`src/rtl/wbh_pkg.sv`:
```
package wbh_pkg;

  typedef enum logic [1:0] {
    TERM_NONE,
    TERM_ACK,
    TERM_ERR,
    TERM_RTY
  } termKind_e;

  // strobes from control to datapath
  typedef struct packed {
    logic wrEn;
    logic rdCap;
  } dpStrobe_t;

endpackage

```
`src/rtl/wbh_ctrl.sv`:
```
module wbh_ctrl
  import wbh_pkg::*;
#(
  parameter int ADDR_W      = 8,
  parameter int SEL_W       = 4,
  parameter int NUM_WORDS   = 12,
  parameter int WAIT_CYCLES = 3
) (
  input  logic              clk,
  input  logic              rst,
  input  logic              busCyc,
  input  logic              busStb,
  input  logic              busWe,
  input  logic [ADDR_W-1:0] busAddr,
  input  logic [SEL_W-1:0]  busSel,
  output dpStrobe_t         dpStrobe,
  output logic              termRead,
  output logic              busAck,
  output logic              busErr,
  output logic              busRty
);

  localparam int CNT_W = $clog2(WAIT_CYCLES + 1);

  generate
    if (WAIT_CYCLES < 1 || WAIT_CYCLES > 15) begin : g_badWait
      $error("WAIT_CYCLES must lie in 1..15");
    end
  endgenerate

  typedef enum logic [1:0] {ST_IDLE, ST_WAIT, ST_TERM} ctrlState_e;

  ctrlState_e       state;
  logic [CNT_W-1:0] waitCnt;
  termKind_e        termKind;
  termKind_e        nextKind;
  logic             req;
  logic             inRange;
  logic             finish;

  always_comb begin
    req     = busCyc & busStb;
    inRange = ({1'b0, busAddr} < (ADDR_W + 1)'(NUM_WORDS));
    if (!inRange)                    nextKind = TERM_ERR;
    else if (busWe && busSel == '0)  nextKind = TERM_RTY;
    else                             nextKind = TERM_ACK;
    finish         = (state == ST_WAIT) && req && (waitCnt == '0);
    dpStrobe.wrEn  = finish && (nextKind == TERM_ACK) && busWe;
    dpStrobe.rdCap = finish && (nextKind == TERM_ACK) && !busWe;
  end

  always_ff @(posedge clk) begin
    if (rst) begin
      state    <= ST_IDLE;
      waitCnt  <= '0;
      termKind <= TERM_NONE;
      termRead <= 1'b0;
    end else begin
      unique case (state)
        ST_IDLE: begin
          if (req) begin
            state   <= ST_WAIT;
            waitCnt <= CNT_W'(WAIT_CYCLES - 1);
          end
        end
        ST_WAIT: begin
          if (!req) begin
            state <= ST_IDLE;
          end else if (waitCnt == '0) begin
            state    <= ST_TERM;
            termKind <= nextKind;
            termRead <= !busWe && (nextKind == TERM_ACK);
          end else begin
            waitCnt <= waitCnt - CNT_W'(1);
          end
        end
        ST_TERM: begin
          if (!req) begin
            state    <= ST_IDLE;
            termKind <= TERM_NONE;
            termRead <= 1'b0;
          end
        end
        default: state <= ST_IDLE;
      endcase
    end
  end

  // responses are levels gated by the live request
  assign busAck = req && (termKind == TERM_ACK);
  assign busErr = req && (termKind == TERM_ERR);
  assign busRty = req && (termKind == TERM_RTY);

  // run length of consecutively sampled request edges, for latency check
  logic [4:0] reqRun;
  logic       anyTerm;
  assign anyTerm = busAck | busErr | busRty;

  always_ff @(posedge clk) begin
    if (rst || !req)       reqRun <= '0;
    else if (reqRun != '1) reqRun <= reqRun + 5'd1;
  end

  a_r3_single_term: assert property (@(posedge clk) disable iff (rst)
    $onehot0({busAck, busErr, busRty}));

  a_r4_term_held: assert property (@(posedge clk) disable iff (rst)
    (anyTerm && busCyc && busStb) |=> (anyTerm || !(busCyc && busStb)));

  a_r5_low_without_cycle: assert property (@(posedge clk) disable iff (rst)
    !busCyc |-> !anyTerm);

  a_r6_no_stale_term: assert property (@(posedge clk) disable iff (rst)
    (req && !$past(req)) |-> !anyTerm);

  a_r2_latency: assert property (@(posedge clk) disable iff (rst)
    $rose(anyTerm) |-> (reqRun == 5'(WAIT_CYCLES + 1)));

endmodule

```
`src/rtl/wbh_regfile.sv`:
```
module wbh_regfile
  import wbh_pkg::*;
#(
  parameter int DATA_W    = 32,
  parameter int SEL_W     = 4,
  parameter int NUM_WORDS = 12,
  parameter int IDX_W     = 4
) (
  input  logic              clk,
  input  logic              rst,
  input  dpStrobe_t         dpStrobe,
  input  logic [IDX_W-1:0]  wordIdx,
  input  logic [DATA_W-1:0] busWdata,
  input  logic [SEL_W-1:0]  busSel,
  input  logic              showData,
  output logic [DATA_W-1:0] busRdata
);

  localparam int BYTE_W = DATA_W / SEL_W;

  logic [DATA_W-1:0] mem [NUM_WORDS];
  logic [DATA_W-1:0] rdMux;
  logic [DATA_W-1:0] rdReg;

  generate
    for (genvar w = 0; w < NUM_WORDS; w++) begin : g_word
      for (genvar b = 0; b < SEL_W; b++) begin : g_lane
        always_ff @(posedge clk) begin
          if (rst) begin
            mem[w][b*BYTE_W +: BYTE_W] <= '0;
          end else if (dpStrobe.wrEn && wordIdx == IDX_W'(w) && busSel[b]) begin
            mem[w][b*BYTE_W +: BYTE_W] <= busWdata[b*BYTE_W +: BYTE_W];
          end
        end
      end
    end
  endgenerate

  always_comb begin
    rdMux = '0;
    for (int i = 0; i < NUM_WORDS; i++) begin
      if (wordIdx == IDX_W'(i)) rdMux = mem[i];
    end
  end

  always_ff @(posedge clk) begin
    if (rst)                 rdReg <= '0;
    else if (dpStrobe.rdCap) rdReg <= rdMux;
  end

  assign busRdata = showData ? rdReg : '0;

  a_r10_write_once: assert property (@(posedge clk) disable iff (rst)
    dpStrobe.wrEn |=> !dpStrobe.wrEn);

  a_r9_data_stable: assert property (@(posedge clk) disable iff (rst)
    (showData && $past(showData)) |-> $stable(busRdata));

endmodule

```
`src/rtl/wbh_slave.sv`:
```
module wbh_slave
  import wbh_pkg::*;
#(
  parameter int ADDR_W      = 8,
  parameter int DATA_W      = 32,
  parameter int NUM_WORDS   = 12,
  parameter int WAIT_CYCLES = 3
) (
  input  logic                  clk,
  input  logic                  rst,
  input  logic                  busCyc,
  input  logic                  busStb,
  input  logic                  busWe,
  input  logic [ADDR_W-1:0]     busAddr,
  input  logic [DATA_W-1:0]     busWdata,
  input  logic [DATA_W/8-1:0]   busSel,
  output logic [DATA_W-1:0]     busRdata,
  output logic                  busAck,
  output logic                  busErr,
  output logic                  busRty
);

  localparam int SEL_W = DATA_W / 8;
  localparam int IDX_W = (NUM_WORDS > 1) ? $clog2(NUM_WORDS) : 1;

  dpStrobe_t dpStrobe;
  logic      termRead;

  wbh_ctrl #(
    .ADDR_W(ADDR_W), .SEL_W(SEL_W), .NUM_WORDS(NUM_WORDS), .WAIT_CYCLES(WAIT_CYCLES)
  ) u_ctrl (
    .clk(clk), .rst(rst), .busCyc(busCyc), .busStb(busStb), .busWe(busWe),
    .busAddr(busAddr), .busSel(busSel), .dpStrobe(dpStrobe), .termRead(termRead),
    .busAck(busAck), .busErr(busErr), .busRty(busRty)
  );

  wbh_regfile #(
    .DATA_W(DATA_W), .SEL_W(SEL_W), .NUM_WORDS(NUM_WORDS), .IDX_W(IDX_W)
  ) u_regfile (
    .clk(clk), .rst(rst), .dpStrobe(dpStrobe), .wordIdx(busAddr[IDX_W-1:0]),
    .busWdata(busWdata), .busSel(busSel), .showData(busAck && termRead),
    .busRdata(busRdata)
  );

endmodule

```
`config.mk`:
```
export PLATFORM = sky130hd
export DESIGN_NAME = wbh_slave
export DESIGN_NICKNAME = d
export VERILOG_FILES = /design/src/rtl/wbh_pkg.sv /design/src/rtl/wbh_ctrl.sv /design/src/rtl/wbh_regfile.sv /design/src/rtl/wbh_slave.sv
export SDC_FILE = /design/constraint.sdc
export NUM_CORES = 1
export LEC_CHECK = 0
export ABC_CLOCK_PERIOD_IN_PS = 2850
export BUFFER_PORTS_ARGS = -buffer_cell sky130_fd_sc_hd__buf_2
export CAP_MARGIN = 20
export CORE_ASPECT_RATIO = 1.5
export CORE_MARGIN = 2
export CORE_UTILIZATION = 47
export CTS_CLUSTER_SIZE = 30
export DETAILED_ROUTE_END_ITERATION = 8
export MAX_ROUTING_LAYER = met4
export PLACE_DENSITY = 0.73
export SLEW_MARGIN = 30
export SYNTH_ARGS = -nofsm -noshare
export SYNTH_HDL_FRONTEND = slang
export SYNTH_HIERARCHICAL = 1
export SYNTH_SLANG_ARGS = --single-unit
```
`constraint.sdc`:
```
create_clock -name clk -period 2.85 [get_ports clk]
set_input_delay 0.57 -clock clk [delete_from_list [all_inputs] [get_ports clk]]
set_output_delay 0.57 -clock clk [all_outputs]
set_load 0.005 [all_outputs]
```
Word-level counts from Yosys, hierarchy flattened:

Memories as Yosys holds them, arrays and structs flattened.
Index checks and enable logic that the tools add are counted.

* add/sub/neg operators: 1
* order comparisons: 1
* equal/unequal tests: 23
* multiplexer cells: 225
* bitwise gates (word level): 49
* reductions and logical operators: 81

Operators by type and width (number)
* 32-bit two-way mux: 13
* 8-bit two-way mux: 48
* 1-bit two-way mux: 149
* 1-bit logical AND: 71
* 1-bit OR: 48
* 2-bit two-way mux: 11
* 4-bit by 3-bit == test with 1-bit output, second input constant: 4
* 4-bit == test, second input constant: 4
* 4-bit by 2-bit == test with 1-bit output, second input constant: 2
* 4-bit logical NOT: 2
* 8-bit by 4-bit < comparator with 1-bit output, second input constant: 1
* 2-bit case mux with 2 select lines: 2
* 4-bit AND reduction: 2
* 2-bit by 1-bit == test with 1-bit output, second input constant: 3
* 2-bit == test, second input constant: 3
* 2-bit inequality test, second input constant: 3
* 2-bit case mux with 3 select lines: 1
* 4-bit by 1-bit == test with 1-bit output, second input constant: 1
* 2-bit logical NOT: 2
* 2-bit by 1-bit inequality test with 1-bit output, second input constant: 2
* 2-bit nonzero test: 2
* 3-bit inequality test, second input constant: 1
* 3-bit AND reduction: 1
* 1-bit case mux with 2 select lines: 1
* 3 further kinds: 3

* register bits after elaboration: 39
* RAM bits: 384
* output and inout port bits: 35
* logic and storage cells: 386
* memories: 1

Memory list
* u_regfile.mem: depth 12, width 32, read ports 12, clocked after memory_dff 0, wr ports 12, RTL line wbh_regfile.sv:21 `logic [DATA_W-1:0] mem [NUM_WORDS];`

Logic depth before layout (Yosys ltp):

* word-level depth: 13
* depth in mapped cells: 12

Cells and area by module:

The synthesis kept the hierarchy.

By module, submodules not included
* wbh_regfile: times used 1, cells each 1695, area an instance 20176.9 um2, seq. area each 12171.7 um2
* wbh_ctrl: times used 1, cells each 48, area an instance 427.9 um2, seq. area each 140.1 um2
* wbh_slave: times used 1, cells each 1, area an instance 6.3 um2, seq. area each 0.0 um2

Worst setup path before layout:

OpenSTA, ideal clock, no wires.

* path type: input -> register
* start: input busAddr[4]
* end: memory u_regfile.mem[9][0] (netlist: u_regfile/mem[2][32]), enable pin
* arrival: 2.380 ns
* data required time: 2.466 ns
* path slack: 0.086 ns
* stages: 6
* buffers on the path: 1
* cells stage by stage: nor4_4 -> nand3_2 -> nor3b_2 -> clkbuf_1 -> nand2_1 -> o21ai_0

RTL lines
* start, declared: RTL line wbh_slave.sv:14 `input logic [ADDR_W-1:0] busAddr,`
* end, declared: RTL line wbh_regfile.sv:21

==> summary.txt <==
Routed Antenna Nets -> 0
clock-pin slew on the worst setup and hold paths -> 0.07 ns
CTS tree -> done
worst path cell trace -> inv_1 -> ha_1 -> nand2_1 -> nor3_2 -> nand3_2 -> nor3b_2 -> buf_4 -> nand4_1 -> nor2_2 -> and2_1
post-route setup slack -> 0.1206 ns
Worst-Skew Late Latency -> 0.55 ns
Port Buf Inserts -> 83
number of enable flip-flop cells after synthesis -> 384
Vias/cell -> 6.024
Crit Path Category -> reg2reg
Synth-to-Final Area Change -> 15.21%
Synth cell types -> 81
syn nets -> 1794
vias in the first global route -> 14870
post-synthesis sequential area ratio -> 59.73%
HP Class -> in2reg
setup_tns -> 0 ns
Crit Path Max Fanout -> 9
Final GP Congestion -> 0.9951
family with the most delay on the worst path -> simple AND/OR/NAND/NOR gates
Setup crit start kind -> flip-flop
Max-slew headroom -> 47.47%
H-tree levels -> 2
Peak VDD IR -> 0.4668 mV
origin of the worst min-delay path -> busWe
Max Freq -> 366.4 MHz
Mapped Cells -> 1744
drt first pass iters -> 6
top post-synthesis cells by area -> edfxtp_1 (56%), and2_1 (13%), dfxtp_1 (3.8%)
I/O pin count -> 84
Core Box Area -> 43630 sq um
Initial DRC Count -> 1738
Final Hold Fails -> 0
fillers -> 3606
Hold Path Depth -> 2
Core Rows -> 94
CP max stage cell -> nor2_2
final setup fails -> 0
cell count along the critical path -> 10
r2r startpoint -> u_ctrl/waitCnt[0]
P per Cell Area -> 566.6 nW/um^2
initial antenna violation count -> 0
flop-to-flop setup slack -> 0.12 ns
Arr. time, crit path -> 3.14 ns
layout cells sized above 1 -> 19.30%
unrepaired setup endpoints after global routing -> true
crit path buf inv count -> 2
first-pass GRT wire length -> 91.58 mm
Clock Path Buffers -> 3
initial core utilization -> 47.24%
Async SR Flop Fraction -> 0%
root buf cell -> clkbuf_16
final slew viol count -> 0
final core utilization -> 54.42%
nets@finish -> 1926
hold buffer count at cts -> 0
Placement Setup Slack -> -0.01698 ns
worst slew pin tran -> 0.7880 ns
ant diodes -> 0
Tcrit/Tclk final -> 95.77%
post-synth top area share -> 55.95%
Seq cells post-synth -> 423
Min Clock Period, post-route -> 2.729 ns
largest net degree at the start of global routing -> 52
Clock Skew -> 0.01626 ns
total track usage -> 27.90%
Primary FF master, synth -> edfxtp_1
Clock Sinks -> 423
Hold WS -> 0.2772 ns
Yosys Warn Count -> 6
Post-route DRC -> 0
gr ovfl total -> 0
drt total wl -> 62.31 mm
via count -> 14960
HPWL after detailed placement -> 44.09 mm
syn_area_per_cell -> 11.82 sq um
post-synth top area cell -> edfxtp_1
Die ar. -> 45580 sq um
Post-Syn Area -> 20610 sq um
status -> completed
Placed Area -> 22340 sq um
maxcap violations -> 0
end of the worst register-to-register path -> u_regfile/mem[1][118]
Die Span Y -> 260.5 microns
die width -> 175.0 microns
WP data required -> 3.26 ns
post-route cell area -> 23750 sq um
static leakage -> 8.937 nW
drt wl/cell -> 25.10 microns
worst r2r path cells -> 10
Hold Path End -> u_ctrl/termRead
crit path capture type -> flip-flop
total CTS buffers -> 40
crit-path max cell delay -> 0.58 ns
[final cells by class]
| class | count | area (sq um) | share of cell area, % |
|---|---|---|---|
| multi-input combinational | 1180 | 7675 | 32.32 |
| timing repair buffer | 216 | 1648 | 6.940 |
| clock inverter | 17 | 173.9 | 0.7324 |
| sequential | 423 | 12310 | 51.85 |
| inverter | 15 | 56.30 | 0.2371 |
| clock buffer | 56 | 1160 | 4.885 |
| tap | 576 | 720.7 | 3.035 |
[stage by stage]
stage / power [mW] / cells
2_1_floorplan: 7.643 / 1744
3_3_place_gp: 8.081 / 2409
3_5_place_dp: 8.107 / 2409
4_1_cts: 13.49 / 2482
5_1_grt: 13.78 / 2483
6_report: 13.45 / 2483
[cells in the final DEF (no fill, tap or decap), types with 16 or more instances in the layout]
cell and n:
a21oi_1 55, and2_1 417, buf_12 18, buf_2 81
buf_4 116, clkbuf_16 41, dfxtp_1 39, edfxtp_1 384
mux2i_1 54, nand2_1 143, nand3_1 18, nor2_1 90
nor2_2 25, o21ai_0 84, o221ai_1 25, o22ai_1 16
[cells in the mapped netlist (7+ instances only)]
master    number
and2_1       417
edfxtp_1     384
nand2_1      145
nor2_1       116
o21ai_0       84
clkbuf_1      73
a21oi_1       55
mux2i_1       54
dfxtp_1       39
buf_2         28
o221ai_1      25
nand3_1       18
nor2b_1       18
o22ai_1       16
o32ai_1       15
inv_1         14
o21a_1        14
buf_4         13
mux2_2        11
o211ai_1      11
nand2b_1      10
nor3_1        10
a31oi_1        9
buf_6          9
mux4_1         9
mux4_2         7
o311a_1        7
or2_2          7
or3b_1         7
[flip-flops by register name, summed over array words and instances (netlist names)]
signal,cells
u_ctrl/waitCnt,2
u_regfile/mem,384
u_regfile/rdReg,32
u_ctrl/termRead,1
u_ctrl/state,2
u_ctrl/termKind,2
[what timing repair did]
item,4_1_cts,5_1_grt
gates resized for setup,0,28
buffers inserted,0,1
setup endpoints to repair,0,233
[metal layers]
| metal | track usage [%] | routed length [microns] | vias to the layer above | share of wire [%] |
|---|---|---|---|---|
| met5 | - | 0 | - | 0 |
| met3 | 4.866 | 5337 | 246 | 8.6 |
| met2 | 47.89 | 31530 | 876 | 51 |
| met4 | 17.27 | 4414 | 0 | 7.1 |
| li1 | - | - | 6569 | - |
| met1 | 30.04 | 21030 | 7266 | 34 |
[power by group]
group	leakage (nW)	internal, mW	switching (mW)	total [mW]
clock	0.665	3.13	2.32	5.45
sequential	4.32	6.91	0.0589	6.97
combinational	3.95	0.340	0.691	1.03
[logic make-up after synthesis]
family          synth area share, %
buf+inv                       3.436
compound gates                10.22
mux                           5.136
fa+ha+maj                   0.06070
flops                         59.73
simple gates                  21.42
[how the worst max path moves through the flow]
stage                       from                    end  slack [ns]
6_report       u_ctrl/waitCnt[0]  u_regfile/mem[1][118]        0.12
5_1_grt        u_ctrl/waitCnt[0]   u_regfile/mem[0][26]       -0.01
4_1_cts        u_ctrl/waitCnt[0]  u_regfile/mem[1][118]        0.07
3_5_place_dp              busCyc  u_regfile/mem[1][118]       -0.02
3_3_place_gp          busAddr[4]  u_regfile/mem[1][115]        0.05
2_1_floorplan         busAddr[4]   u_regfile/mem[2][32]        0.09
Note: power is estimated with default switching activity, not from simulation.
